`src/rtl/sctl_pkg.sv`:
```
package sctl_pkg;
  typedef struct packed {
    logic       pol;
    logic       det_a;
    logic       lde;
    logic       stby;
    logic [1:0] cur;
    logic       port_bit;
    logic       outb_hiz;
  } ctl_word_t;

  localparam int unsigned CTL_W = $bits(ctl_word_t);
  localparam logic [1:0]  MODE_PORT = 2'b01;
endpackage

```
`src/rtl/sctl_shift.sv`:
```
module sctl_shift #(
  parameter int unsigned W = 8
) (
  input  logic         clk,
  input  logic         rst,
  input  logic         ser_clk,
  input  logic         ser_en_n,
  input  logic         ser_din,
  output logic [W-1:0] word
);
  localparam int unsigned CNT_W = $clog2(W + 1);
  localparam logic [CNT_W-1:0] FULL = CNT_W'(W);

  logic clk_q, clk_d, en_q, en_d, din_q;
  logic [W-1:0] sh;
  logic [CNT_W-1:0] cnt;
  logic shift_evt, commit_evt;

  assign shift_evt  = clk_q && !clk_d && !en_q;
  assign commit_evt = en_q && !en_d;

  always_ff @(posedge clk) begin
    if (rst) begin
      clk_q <= 1'b0;
      clk_d <= 1'b0;
      en_q  <= 1'b1;
      en_d  <= 1'b1;
      din_q <= 1'b0;
    end else begin
      clk_q <= ser_clk;
      clk_d <= clk_q;
      en_q  <= ser_en_n;
      en_d  <= en_q;
      din_q <= ser_din;
    end
  end

  always_ff @(posedge clk) begin
    if (rst) begin
      sh  <= '0;
      cnt <= '0;
    end else if (en_q) begin
      cnt <= '0;
    end else if (shift_evt) begin
      sh <= {sh[W-2:0], din_q};
      if (cnt != FULL) cnt <= cnt + 1'b1;
    end
  end

  always_ff @(posedge clk) begin
    if (rst) word <= '0;
    else if (commit_evt && cnt == FULL) word <= sh;
  end


  word_hold_chk: assert property (@(posedge clk) disable iff (rst)
    !(commit_evt && cnt == FULL) |=> $stable(word));


  cnt_sat_chk: assert property (@(posedge clk) disable iff (rst)
    cnt <= FULL);
endmodule

```
`src/rtl/sctl_steer.sv`:
```
module sctl_steer
  import sctl_pkg::*;
(
  input  logic       clk,
  input  logic       rst,
  input  ctl_word_t  cw,
  input  logic [1:0] porta_mode,
  input  logic       lock_raw,
  output logic       pol_inv,
  output logic       pda_en,
  output logic       pdb_en,
  output logic       lock_out,
  output logic       standby,
  output logic [1:0] cur_code,
  output logic       cur_max,
  output logic       step_25,
  output logic       outa_val,
  output logic       outb_oe,
  output logic       outb_dat
);
  logic is_port;
  assign is_port = (porta_mode == MODE_PORT);

  always_ff @(posedge clk) begin
    if (rst) begin
      pol_inv  <= 1'b0;
      pda_en   <= 1'b0;
      pdb_en   <= 1'b1;
      lock_out <= 1'b0;
      standby  <= 1'b0;
      cur_code <= 2'b00;
      cur_max  <= 1'b0;
      step_25  <= 1'b0;
      outa_val <= 1'b0;
      outb_oe  <= 1'b1;
      outb_dat <= 1'b0;
    end else begin
      pol_inv  <= cw.pol;
      pda_en   <= cw.det_a && !cw.stby;
      pdb_en   <= !cw.det_a && !cw.stby;
      lock_out <= cw.lde && (cw.stby || lock_raw);
      standby  <= cw.stby;
      cur_code <= cw.cur;
      cur_max  <= &cw.cur;
      step_25  <= !is_port && cw.port_bit;
      outa_val <= is_port && cw.port_bit;
      outb_oe  <= !cw.outb_hiz;
      outb_dat <= 1'b0;
    end
  end


  lock_off_chk: assert property (@(posedge clk) disable iff (rst)
    !cw.lde |=> !lock_out);


  lock_stby_chk: assert property (@(posedge clk) disable iff (rst)
    (cw.lde && cw.stby) |=> lock_out);


  port_step_chk: assert property (@(posedge clk) disable iff (rst)
    is_port |=> !step_25);


  outb_chk: assert property (@(posedge clk) disable iff (rst)
    1'b1 |=> (outb_oe != $past(cw.outb_hiz)) && !outb_dat);


  det_excl_chk: assert property (@(posedge clk) disable iff (rst)
    $onehot0({pda_en, pdb_en}));
endmodule

```
`src/rtl/synth_ctl_reg.sv`:
```
module synth_ctl_reg
  import sctl_pkg::*;
(
  input  logic       clk,
  input  logic       rst,
  input  logic       ser_clk,
  input  logic       ser_en_n,
  input  logic       ser_din,
  input  logic [1:0] porta_mode,
  input  logic       lock_raw,
  output logic       pol_inv,
  output logic       pda_en,
  output logic       pdb_en,
  output logic       lock_out,
  output logic       standby,
  output logic [1:0] cur_code,
  output logic       cur_max,
  output logic       step_25,
  output logic       outa_val,
  output logic       outb_oe,
  output logic       outb_dat
);
  logic [CTL_W-1:0] word;
  ctl_word_t cw;

  sctl_shift #(.W(CTL_W)) u_shift (
    .clk(clk), .rst(rst), .ser_clk(ser_clk), .ser_en_n(ser_en_n),
    .ser_din(ser_din), .word(word)
  );

  assign cw = ctl_word_t'(word);

  sctl_steer u_steer (
    .clk(clk), .rst(rst), .cw(cw), .porta_mode(porta_mode),
    .lock_raw(lock_raw), .pol_inv(pol_inv), .pda_en(pda_en),
    .pdb_en(pdb_en), .lock_out(lock_out), .standby(standby),
    .cur_code(cur_code), .cur_max(cur_max), .step_25(step_25),
    .outa_val(outa_val), .outb_oe(outb_oe), .outb_dat(outb_dat)
  );
endmodule

```
`config.mk`:
```
export PLATFORM = sky130hd
export DESIGN_NAME = synth_ctl_reg
export DESIGN_NICKNAME = d
export VERILOG_FILES = /design/src/rtl/sctl_pkg.sv /design/src/rtl/sctl_shift.sv /design/src/rtl/sctl_steer.sv /design/src/rtl/synth_ctl_reg.sv
export SDC_FILE = /design/constraint.sdc
export NUM_CORES = 1
export LEC_CHECK = 0
export ABC_AREA = 1
export BUFFER_PORTS_ARGS = -buffer_cell sky130_fd_sc_hd__buf_4
export CAP_MARGIN = 30
export CORE_UTILIZATION = 40
export DETAILED_ROUTE_END_ITERATION = 7
export HOLD_SLACK_MARGIN = 0.08
export PLACE_DENSITY = 0.62
export SLEW_MARGIN = 20
export SYNTH_ARGS = -nofsm -noshare
export SYNTH_HDL_FRONTEND = slang
export SYNTH_SLANG_ARGS = --single-unit
```
`constraint.sdc`:
```
create_clock -name clk -period 4.3 [get_ports clk]
set_clock_uncertainty 0.2 [all_clocks]
set_input_delay 0.215 -clock clk [delete_from_list [all_inputs] [get_ports clk]]
set_output_delay 0.215 -clock clk [all_outputs]
set_load 0.03 [all_outputs]
```
After elaboration in Yosys (flattened, before gate mapping)
Cells that the tools add are included.
- reductions and logical operators: 21
- equal/unequal tests: 3
- add/subtract/negate cells: 1
- bitwise logic cells: 1
- operator list (operator ; count):
    $logic_and 1x1->1 ; 9
    $logic_not 1->1 ; 7
    $reduce_and 2->1 ; 3
    $add 4x1->4 const B ; 1
    $eq 4x4->1 const B ; 1
    $ne 4x4->1 const B ; 1
    $eq 2x1->1 const B ; 1
    $reduce_or 2->1 ; 1
    $logic_or 1x1->1 ; 1
    $not 1->1 ; 1
- word-level logic and storage cells: 44
- output and inout port bits: 12
- input port bits: 8
- bits in registers: 36

Longest topological paths before layout
Gate-level depths: netlist of run 1.
- depth after elaboration: 4
- depth in mapped cells: 8

Cells and area by module
A second synthesis of run 1 with hierarchy kept.
- cell total of the unflattened synthesis: 159
- area total of the unflattened synthesis: 1316.3 um^2
- modules (own cells, without submodules) (module ; cells each ; times used ; area each (um^2)):
    sctl_shift ; 121 ; 1 ; 984.7
    sctl_steer ; 38 ; 1 ; 331.6

Worst setup path after synthesis of run 1
Ideal clock, no wire load.
- path type: reg-to-reg
- start: register u_shift.cnt[0]
- end: register u_shift.word[4]
- cell stages (with the launch flop): 9
- slack: 2.940 ns
- data required time: 3.984 ns
- library setup time: 0.116 ns
- arrival time: 1.045 ns
- path through: dfxtp_1 > inv_1 > ha_1 > nand2_2 > nor2_4 > nand2_4 > clkinv_4 > nor2_1 > nor2_1
- word-level cells in the longest chain between the ends: 2
- RTL lines (what ; RTL line ; RTL):
    start: declaration ; sctl_shift.sv:16 ; logic [CNT_W-1:0] cnt;
    start signal: assignment ; sctl_shift.sv:46 ; if (cnt != FULL) cnt <= cnt + 1'b1;
    $eq 4x4->1 ; sctl_shift.sv:52 ; else if (commit_evt && cnt == FULL) word <= sh;
    $logic_and 1x1->1 ; sctl_shift.sv:52 ;
    end signal: assignment ; sctl_shift.sv:52 ;
    end: declaration ; sctl_shift.sv:9 ; output logic [W-1:0] word
No other way between the ends.
A chain may end at the register's enable or synchronous reset.

==> results.txt, run 1 <==
----------------------------------------------------
[Power and ir drop]
  Total chip power ... 0.000556 W
  Logic gate share of total power ... 5.6%
  Share of total power in sequential cells ... 61.5%
  Static leakage power ... 0.687 nW
  Net switching power figure ... 0.000125 W
  IR Drop Worst-Case VDD ... 0.155 mV
  Switching power as a share of total power ... 22.4%
  Power density cells ... 340 mW/mm^2
  Share of power burned in the clock network ... 32.9%
  Design internal power ... 0.000432 W

[Yosys]
  Number of flops mapped to enable cells by yosys ... 0
  Post-synthesis cell area ... 0.00128 sq mm
  Distinct cells, synth ... 21
  Share of the yosys chip area belonging to registers ... 56.2%
  #FFs+latches synth ... 36
  Synthesized instance count ... 156
  Top cell types by occurrence after synthesis ... nor2_1 (48), dfxtp_1 (36), o21ai_0 (20), inv_1 (15), nand2_1 (11)
  Per-instance average area after synthesis ... 8.22 sq um
  Most used flip-flop cell after synthesis ... dfxtp_1
  Cell types with the largest area share after synthesis ... dfxtp_1 (56%), nor2_1 (14%), o21ai_0 (7.8%)
  Synth warn ... 0
  Cell type contributing the most total cell area after synthesis ... dfxtp_1
  Top-count cell post-synth ... nor2_1
  Net count after synthesis ... 166
  Share of async-settable or async-resettable flops after synthesis ... 0%
  Yosys top cell area share ... 56.2%

[Clock tree]
  Post-CTS Setup Inserts ... 0
  Worst-case clock buffer depth ... 2
  Clk sink count ... 36
  H-tree levels ... 2
  Clock tree from TritonCTS ... yes
  Worst-path clk slew ... 0.10 ns
  Total CTS buffers ... 5
  Buffer cell driving the clock tree root ... clkbuf_4
  Clk_lat worst skew ... 0.33 ns

[Drt]
  Met1 wire length ... 1.00 mm
  Highest metal layer with signal wires ... met4
  Met3 wire len ... 92 microns
  Drt drc ... 0
  Antenna Violating Nets Remaining ... 0
  WL/cell ... 9.12 microns
  Detail-routed via count per cell ... 4.42
  Starting DRC count in detailed routing ... 26
  Routed met2 length ... 971 microns
  First-pass iteration count of the detailed router ... 4
  Drt total wl ... 2.13 mm
  Detailed-route via count ... 1035

[Timing]
  Period utilization ... 48.0%
  Minimum period implied by the final worst setup slack ... 2.07 ns
  Pins over their slew limit ... 0
  Maximum frequency from static timing analysis ... 0.484 GHz
  Final Hold Vio Count ... 0
  Total of endpoints with negative setup slack in the final report ... 0
  RSZ-0062 raised after global routing ... false
  Summed negative setup slack over all endpoints ... 0 ns

[Floorplan]
  Initial standard-cell utilization of the core ... 42.0%
  Floorplan die area ... 0.00344 sq mm
  Die width ... 58.6 microns
  Top-Level Pins ... 20
  FP Rows ... 20
  Vertical die dimension ... 58.6 microns
  Standard cell core area ... 0.00305 sq mm

[Worst setup path]
  Data required time of the worst path ... 4.37 ns
  Worst-path fanout max ... 20
  Arrival time at the worst endpoint ... 2.13 ns
  Endpoint class of the critical path ... register
  Critical Path Source Type ... input port
  Critical path start-end classification ... input port to register

[Placed design]
  Post-Place Cells ... 214
  Input/output buffers ... 18
  Half-perimeter wire length of the detailed placement result ... 1.45 mm
  Gp weighted congestion ... 0.832

[Layout]
  N_diodes ... 0
  Non-filler instance count after layout ... 234
  Final nets ... 199
  Synthesis-to-layout area growth ... 27.5%
  Layout cells sized above 1 ... 19.5%

[Outcome]
  Status ... complete, no violations

[GRT]
  Vias in the first global route ... 884
  Maximum number of pins on one net before global-route repair ... 21
  Antenna violations before repair ... 0
  GRT Total Usage ... 14.5%
  Final global-route overflow total ... 0
  Global-route wire length before repair ... 3.64 mm

[Run]
  Max-cap check violation count ... 0

[Hold path]
  Class of the most critical hold timing path ... register to register

----------------------------------------------------
==> metrics by stage <==
stage | hold WS [ns] | utilization, % | area (sq um) | setup slack [ns]
4_1_cts | 0.206 | 53.6 | 1640 | 2.26
6_report | 0.204 | 53.6 | 1640 | 2.23
5_1_grt | 0.233 | 53.6 | 1640 | 2.08
3_3_place_gp | 0.174 | 47.6 | 1450 | 2.87
3_5_place_dp | 0.179 | 47.6 | 1450 | 2.81
2_1_floorplan | 0.0935 | - | 1280 | 2.94
==> cell families (layout without fill, tap and decap cells) <==
group / count (synthesis) / in the layout / synth area share, %
adders and majority gates: 2 / 2 / 1.95
DFF: 36 / 36 / 56.2
other: 1 / 1 / 0.292
and+or+nand+nor: 74 / 74 / 26.1
buffers and inverters: 21 / 55 / 6.83
AOI/OAI and AO/OA: 22 / 22 / 8.59
==> worst max-delay path, cell delays in order <==
cell and delay, ns:
dlygate4sd3_1 0.53, buf_4 0.18, inv_1 0.35, nand2_1 0.13, nor3_1 0.15, dlygate4sd3_1 0.57
==> power by group through the flow <==
stage / Clock, W / Sequential (W) / Combinational, W
6_report: 0.000183 / 0.000342 / 0.0000311
5_1_grt: 0.000206 / 0.000343 / 0.0000353
3_5_place_dp: 0 / 0.000350 / 0.0000243
3_3_place_gp: 0 / 0.000350 / 0.0000238
4_1_cts: 0.000193 / 0.000342 / 0.0000313
2_1_floorplan: 0 / 0.000349 / 0.0000173
==> final cells by class <==
cell class	instances	area, sq um
sequential	36	721
fill	300	1420
inverter	17	68.8
timing repair buffer	30	255
clock inverter	2	10.0
multi-input combinational	99	474
tap	44	55.1
clock buffer	6	51.3
==> path summary, 6_finish.rpt <==
path                            slack [ns]  cells past startpoint          endpoint             from
worst max-delay path                  2.23                      6  u_steer.outa_val              rst
worst min-delay path                  0.20                      1   u_steer.outb_oe  u_shift.word[0]
worst max register to register        2.82                      8   u_shift.word[6]   u_shift.cnt[0]
worst min register to register        0.20                      1   u_steer.outb_oe  u_shift.word[0]
==> routing by layer <==
layer | vias to the layer above | track usage (%)
met1 | 465 | 16.7
met4 | 0 | 10.2
li1 | 545 | -
met3 | 7 | 4.40
met5 | - | 0
met2 | 18 | 23.0
==> placed cells by master (no fill, tap or decap), types with 4 or more instances in the layout <==
cell,n
nor2_4,4
o21ai_0,20
dfxtp_1,36
nor2_1,48
dlygate4sd3_1,12
inv_1,15
clkbuf_4,5
buf_4,18
nand2_1,11
==> state kept, by name (all words and copies together) (netlist names) <==
register and flops:
u_shift.sh 8, u_shift.word 8, u_shift.cnt 4, u_steer.cur_code 2, u_shift.clk_d 1, u_shift.clk_q 1, u_shift.din_q 1, u_shift.en_d 1
u_shift.en_q 1, u_steer.cur_max 1, u_steer.lock_out 1, u_steer.outa_val 1, u_steer.outb_oe 1, u_steer.pda_en 1, u_steer.pdb_en 1, u_steer.pol_inv 1
u_steer.standby 1, u_steer.step_25 1
==> repair_timing <==
item | CTS | global route
gates resized for setup | 0 | 0
hold buffers | 12 | 0
endpoints found under the hold margin | 13 | 0
No activity file was read; power rests on OpenSTA's default activity.
==> run 2, diff against run 1 <==
Settings changed: ABC_AREA 1 to 0.
Clock period 4.3 ns to 1.92 ns, I/O delays scaled along.
==> results.txt, run 2 <==
----------------------------------------------------
[Placed design]
  Input/output buffers ... 18 (unchanged)
  Half-perimeter wire length of the detailed placement result ... 1.33 mm (-8.0%)
  Post-placement cell area ... 0.00144 sq mm (-1.1%)
  Setup WS pre-CTS ... 0.115 ns (-2.70 ns)
  Gp weighted congestion ... 0.713 (-14%)

[Clock tree]
  H-tree levels ... 2 (unchanged)
  Clock tree from TritonCTS ... yes
  Total CTS buffers ... 5 (unchanged)
  Worst-path clk slew ... 0.11 ns (about the same)
  Clk sink count ... 36 (unchanged)
  Worst-case clock buffer depth ... 2 (unchanged)
  Clk_lat worst skew ... 0.34 ns (about the same)
  Buffer cell driving the clock tree root ... clkbuf_4

[GRT]
  Global-route wire length before repair ... 3.65 mm (+0.19%)
  Final global-route overflow total ... 0 (unchanged)
  Vias in the first global route ... 912 (+3.2%)
  Antenna violations before repair ... 0 (unchanged)
  GRT Total Usage ... 14.6% (+0.14 points)
  Maximum number of pins on one net before global-route repair ... 31 (+48%)

[Yosys]
  Cell types with the largest area share after synthesis ... dfxtp_1 (57%), a21oi_1 (5.5%), nor2b_1 (5.4%)
  Share of the yosys chip area belonging to registers ... 56.7% (+0.55 points)
  #FFs+latches synth ... 36 (unchanged)
  Top-count cell post-synth ... dfxtp_1
  Distinct cells, synth ... 23 (+9.5%)
  Yosys top cell area share ... 56.7% (+0.55 points)
  Cell type contributing the most total cell area after synthesis ... dfxtp_1
  Number of flops mapped to enable cells by yosys ... 0 (unchanged)
  Top cell types by occurrence after synthesis ... dfxtp_1 (36), nand2_1 (16), a21oi_1 (14), nor2b_1 (11), nand2b_1 (8)
  Most used flip-flop cell after synthesis ... dfxtp_1
  Per-instance average area after synthesis ... 9.77 sq um (+19%)
  Synthesized instance count ... 130 (-17%)
  Synth warn ... 0 (unchanged)
  Post-synthesis cell area ... 0.00127 sq mm (-0.98%)
  Net count after synthesis ... 140 (-16%)
  Share of async-settable or async-resettable flops after synthesis ... 0% (unchanged)

[Timing]
  Period utilization ... 93.7%
  Smallest hold slack ... 0.210 ns (+0.00564 ns)
  RSZ-0062 raised after global routing ... false
  Total of endpoints with negative setup slack in the final report ... 0 (unchanged)
  Summed negative setup slack over all endpoints ... 0 ns (unchanged)
  Pins over their slew limit ... 0 (unchanged)
  Maximum frequency from static timing analysis ... 0.556 GHz
  Final worst-path setup slack ... 0.120 ns (-2.11 ns)
  Final Hold Vio Count ... 0 (unchanged)
  Minimum period implied by the final worst setup slack ... 1.80 ns

[Drt]
  Starting DRC count in detailed routing ... 14 (-46%)
  Antenna Violating Nets Remaining ... 0 (unchanged)
  WL/cell ... 10.2 microns (+11%)
  Detailed-route via count ... 927 (-10%)
  Drt drc ... 0 (unchanged)
  Detail-routed via count per cell ... 4.48 (+1.2%)
  First-pass iteration count of the detailed router ... 4 (unchanged)
  Drt total wl ... 2.10 mm (-1.5%)

[Power and ir drop]
  Power density cells ... 807 mW/mm^2 (+140%)
  IR Drop Worst-Case VDD ... 0.479 mV (+210%)
  Static leakage power ... 0.644 nW (-6.4%)
  Total chip power ... 0.00132 W (+140%)

[Worst setup path]
  CP Cell Sequence ... inv_1, ha_1, nand3b_1, nor3b_1, buf_4, mux2_2
  Arrival time at the worst endpoint ... 1.83 ns (-0.30 ns)
  Buf+Inv Stages, Crit Path ... 2 (-2)
  Crit Reg-Reg Startpoint ... u_shift.cnt[0]
  Worst setup startpoint ... u_shift.cnt[0]
  Critical Path Max Stage Delay ... 0.35 ns (-0.22 ns)
  Endpoint class of the critical path ... register
  Data required time of the worst path ... 1.95 ns (-2.42 ns)
  Critical Path Source Type ... register
  Dominant delay contributor by cell family on the critical path ... flip-flops
  Worst-path fanout max ... 7 (-65%)
  Critical path start-end classification ... register to register
  Library cell contributing the largest single delay on the critical path ... dfxtp_1

[Floorplan]
  Top-Level Pins ... 20 (unchanged)
  Floorplan die area ... 0.00340 sq mm (-0.95%)
  Standard cell core area ... 0.00303 sq mm (-0.82%)
  FP Rows ... 20 (unchanged)
  Initial standard-cell utilization of the core ... 41.9% (-0.066 points)
  Vertical die dimension ... 58.3 microns (-0.48%)
  Die width ... 58.3 microns (-0.48%)

[Hold path]
  Source of the worst hold timing path ... u_shift.word[0]
  Class of the most critical hold timing path ... register to register

[Layout]
  Synthesis-to-layout area growth ... 29.3%
  Layout cells sized above 1 ... 21.5% (+2.0 points)
  Final nets ... 172 (-14%)
  Largest registers ranked by flip-flop count ... u_shift.sh (8), u_shift.word (8), u_shift.cnt (4)
  Most used cells in the layout excluding fill and tap cells ... dfxtp_1 (36), buf_4 (21), nand2_1 (16), a21oi_1 (14), dlygate4sd3_1 (12)
  Most common library cell in the layout ignoring fill and taps ... dfxtp_1
  Finished Cell Area ... 0.00164 sq mm (+0.38%)
  N_diodes ... 0 (unchanged)
  Filler cells ... 288 (-4.0%)

[Run]
  Max-cap check violation count ... 0 (unchanged)

[Outcome]
  Status ... complete, no violations

----------------------------------------------------
run 2: cell types whose count changed after synthesis, sizes merged, moves of 4 or more:
cell,change
mux2i,+4
o21ai,-16
clkbuf,+4
nand2b,+8
inv,-12
nor2b,+11
a21oi,+12
nor2,-50
mux2,+4
run 2: final timing paths:
kind / cells past startpoint / end / slack, ns
setup / recovery: 6 / u_shift.word[7] / 0.12
hold / removal: 1 / u_steer.outb_oe / 0.21
setup reg to reg: 6 / u_shift.word[7] / 0.12
hold reg to reg: 1 / u_steer.outb_oe / 0.21
run 2: final cells by class:
class / instances / area (sq um) / share of cell area (%)
inverter: 4 / 15.0 / 0.915
multi-input combinational: 82 / 497 / 30.3
tap: 44 / 55.1 / 3.35
timing repair buffer: 33 / 278 / 16.9
clock buffer: 6 / 41.3 / 2.52
sequential: 36 / 721 / 43.9
clock inverter: 2 / 35.0 / 2.13
run 2: timing repair:
action	4_1_cts	5_1_grt
buffers inserted	0	1
endpoints found under the setup margin	0	4
hold endpoints to repair	31	0
hold buffers	12	0
gates resized for setup	0	0
run 2: routing by layer:
layer / GRT usage [%] / vias to the layer above / wire, microns
met5: 0 / - / 0
met4: 11.2 / 0 / 52
met3: 3.96 / 7 / 62
met2: 24.3 / 20 / 1030
met1: 15.9 / 414 / 960
li1: - / 486 / -
run 2: kinds of logic after synthesis:
group / after synthesis / share of synthesized area, %
AND/OR/NAND/NOR: 52 / 22.5
flip-flops: 36 / 56.7
AO/OA/AOI/OAI: 19 / 7.69
buffers and inverters: 12 / 4.14
multiplexers: 8 / 6.70
adder cells (fa/ha/maj): 2 / 1.97
other: 1 / 0.295
run 2: metrics by stage:
step | instances | utilization, %
3_3_place_gp | 186 | 47.5
2_1_floorplan | 130 | -
4_1_cts | 206 | 54.0
5_1_grt | 207 | 54.2
6_report | 207 | 54.2
3_5_place_dp | 186 | 47.5
run 2: power by group:
group / internal (W) / total, W / switching (W)
combinational: 0.0000313 / 0.0000533 / 0.0000220
sequential: 0.000752 / 0.000755 / 0.00000288
clock: 0.000273 / 0.000516 / 0.000243
==> run 3, diff against run 2 <==
Settings changed: CORE_UTILIZATION 40 to 35, PLACE_DENSITY 0.62 to 0.56, SKIP_CTS_REPAIR_TIMING set to 1.
==> results.txt, run 3 (same netlist as run 2, synthesis figures left out) <==
----------------------------------------------------
[Drt]
  Detailed-route via count ... 953 (+2.8%)
  Drt total wl ... 2.20 mm (+4.9%)
  Antenna Violating Nets Remaining ... 0 (unchanged)
  WL/cell ... 10.5 microns (+3.4%)
  Detail-routed via count per cell ... 4.54 (+1.3%)
  Drt drc ... 0 (unchanged)
  First-pass iteration count of the detailed router ... 4 (unchanged)
  Starting DRC count in detailed routing ... 25 (+11)

[GRT]
  Antenna violations before repair ... 0 (unchanged)
  Global-route wire length before repair ... 3.55 mm (-2.8%)
  Final global-route overflow total ... 0 (unchanged)
  Met2 Track Usage GR ... 19.0% (-5.3 points)
  GRT Total Usage ... 11.8% (-2.9 points)
  Vias in the first global route ... 830 (-9.0%)
  Maximum number of pins on one net before global-route repair ... 31 (unchanged)
  Most Used Layer, Global Route ... met2
  Met1 track utilization from global routing ... 13.4% (-2.4 points)
  Fraction of met3 tracks used by global routing ... 5.15% (+1.2 points)

[Worst setup path]
  FF-to-FF End ... u_shift.word[3]
  Arrival time at the worst endpoint ... 1.82 ns (about the same)
  Worst r2r path cells ... 6 (unchanged)
  Timing endpoint of the critical path ... u_shift.word[3]
  Critical path start-end classification ... register to register
  Worst-path fanout max ... 7 (unchanged)
  Worst setup startpoint ... u_shift.cnt[0]
  Crit Reg-Reg Startpoint ... u_shift.cnt[0]
  Endpoint class of the critical path ... register
  Data required time of the worst path ... 1.94 ns (about the same)
  Reg2reg setup slack ... 0.12 ns (about the same)
  Critical Path Source Type ... register

[Clock tree]
  Worst-case clock buffer depth ... 2 (unchanged)
  Clk_lat worst skew ... 0.33 ns (about the same)
  Total CTS buffers ... 5 (unchanged)
  Clk sink count ... 36 (unchanged)
  Clock tree from TritonCTS ... yes
  Buffer cell driving the clock tree root ... clkbuf_4
  H-tree levels ... 2 (unchanged)
  Worst-path clk slew ... 0.10 ns (about the same)

[Timing]
  Final worst-path setup slack ... 0.121 ns (+0.000727 ns)
  Final Hold Vio Count ... 0 (unchanged)
  Maximum frequency from static timing analysis ... 0.556 GHz (about the same)
  Minimum period implied by the final worst setup slack ... 1.80 ns (-0.000727 ns)
  Pins over their slew limit ... 0 (unchanged)
  Period utilization ... 93.7% (about the same)
  Total of endpoints with negative setup slack in the final report ... 0 (unchanged)
  Smallest hold slack ... 0.217 ns (+0.00757 ns)

[Floorplan]
  Floorplan die area ... 0.00387 sq mm (+14%)
  Die width ... 62.2 microns (+6.7%)
  Initial standard-cell utilization of the core ... 37.2% (-4.8 points)
  Top-Level Pins ... 20 (unchanged)
  Vertical die dimension ... 62.2 microns (+6.7%)
  Standard cell core area ... 0.00342 sq mm (+13%)
  FP Rows ... 21 (+5.0%)

[Layout]
  Layout cells sized above 1 ... 23.2% (+1.7 points)
  Most used cells in the layout excluding fill and tap cells ... dfxtp_1 (36), buf_4 (23), nand2_1 (16), a21oi_1 (14)
  Final nets ... 173 (+0.58%)
  Non-filler instance count after layout ... 210 (+1.4%)
  Most common library cell in the layout ignoring fill and taps ... dfxtp_1
  Synthesis-to-layout area growth ... 30.2%
  Largest registers ranked by flip-flop count ... u_shift.sh (8), u_shift.word (8), u_shift.cnt (4)
  Share of the core filled with cells in the final layout ... 48.4% (-5.8 points)
  N_diodes ... 0 (unchanged)

[Placed design]
  Post-Place Cells ... 188 (+1.1%)
  Setup WS pre-CTS ... 0.0952 ns (-0.0195 ns)
  Half-perimeter wire length of the detailed placement result ... 1.39 mm (+3.9%)
  Input/output buffers ... 18 (unchanged)
  Gp weighted congestion ... 0.631 (-12%)

[Power and ir drop]
  Power density cells ... 798 mW/mm^2 (-1.1%)
  Total chip power ... 0.00132 W (-0.32%)
  Static leakage power ... 0.649 nW (+0.83%)
  IR Drop Worst-Case VDD ... 0.398 mV (-17%)

[Outcome]
  Status ... complete, no violations

[Hold path]
  Class of the most critical hold timing path ... register to register

[Run]
  Max-cap check violation count ... 0 (unchanged)

----------------------------------------------------
## run 3: changes by cell type in the layout (fill, tap and decap cells not counted), sizes merged
cell	change
buf	+2
dlygate4sd3	-1
## run 3: final cells by class
type / count / area [sq um]
Clock buffer: 6 / 41.3
Clock inverter: 2 / 35.0
Fill cell: 337 / 1760
Inverter: 4 / 15.0
Multi-Input combinational cell: 82 / 502
Sequential cell: 36 / 721
Tap cell: 46 / 57.6
Timing Repair Buffer: 34 / 283
## run 3: worst min-delay path by stage
| stage | cells after the start | start | slack (ns) | to |
|---|---|---|---|---|
| 4_1_cts | 2 | porta_mode[1] | -0.31 | u_steer.outa_val |
| 3_3_place_gp | 2 | porta_mode[1] | 0.07 | u_steer.outa_val |
| 3_5_place_dp | 2 | porta_mode[1] | 0.07 | u_steer.outa_val |
| 5_1_grt | 1 | u_shift.word[0] | 0.25 | u_steer.outb_oe |
| 2_1_floorplan | 1 | porta_mode[1] | -0.03 | u_steer.outa_val |
| 6_report | 1 | u_shift.word[0] | 0.22 | u_steer.outb_oe |
## run 3: per-stage QoR
stage	cell area, sq um	TNS, ns
floorplan	1270	0
finish	1650	0
detailed placement	1440	0
global placement	1440	0
CTS	1520	0
global route	1650	-0.00178
## run 3: per-layer routing
metal / wire length, microns / vias up
li1: - / 483
met2: 1060 / 20
met3: 110 / 4
met4: 31 / 0
met5: 0 / -
met1: 997 / 446
## run 3: where the power goes
part | switching [W] | internal [W] | leakage [nW]
Sequential | 0.00000304 | 0.000752 | 0.291
Combinational | 0.0000222 | 0.0000314 | 0.316
Clock | 0.000238 | 0.000273 | 0.0422
## run 3: worst max-delay path, cell delays in order (launching register included)
cell	delay [ns]
dfxtp_1	0.36
inv_1	0.09
ha_1	0.19
nand3b_1	0.16
nor3b_2	0.18
buf_4	0.17
mux2_2	0.33
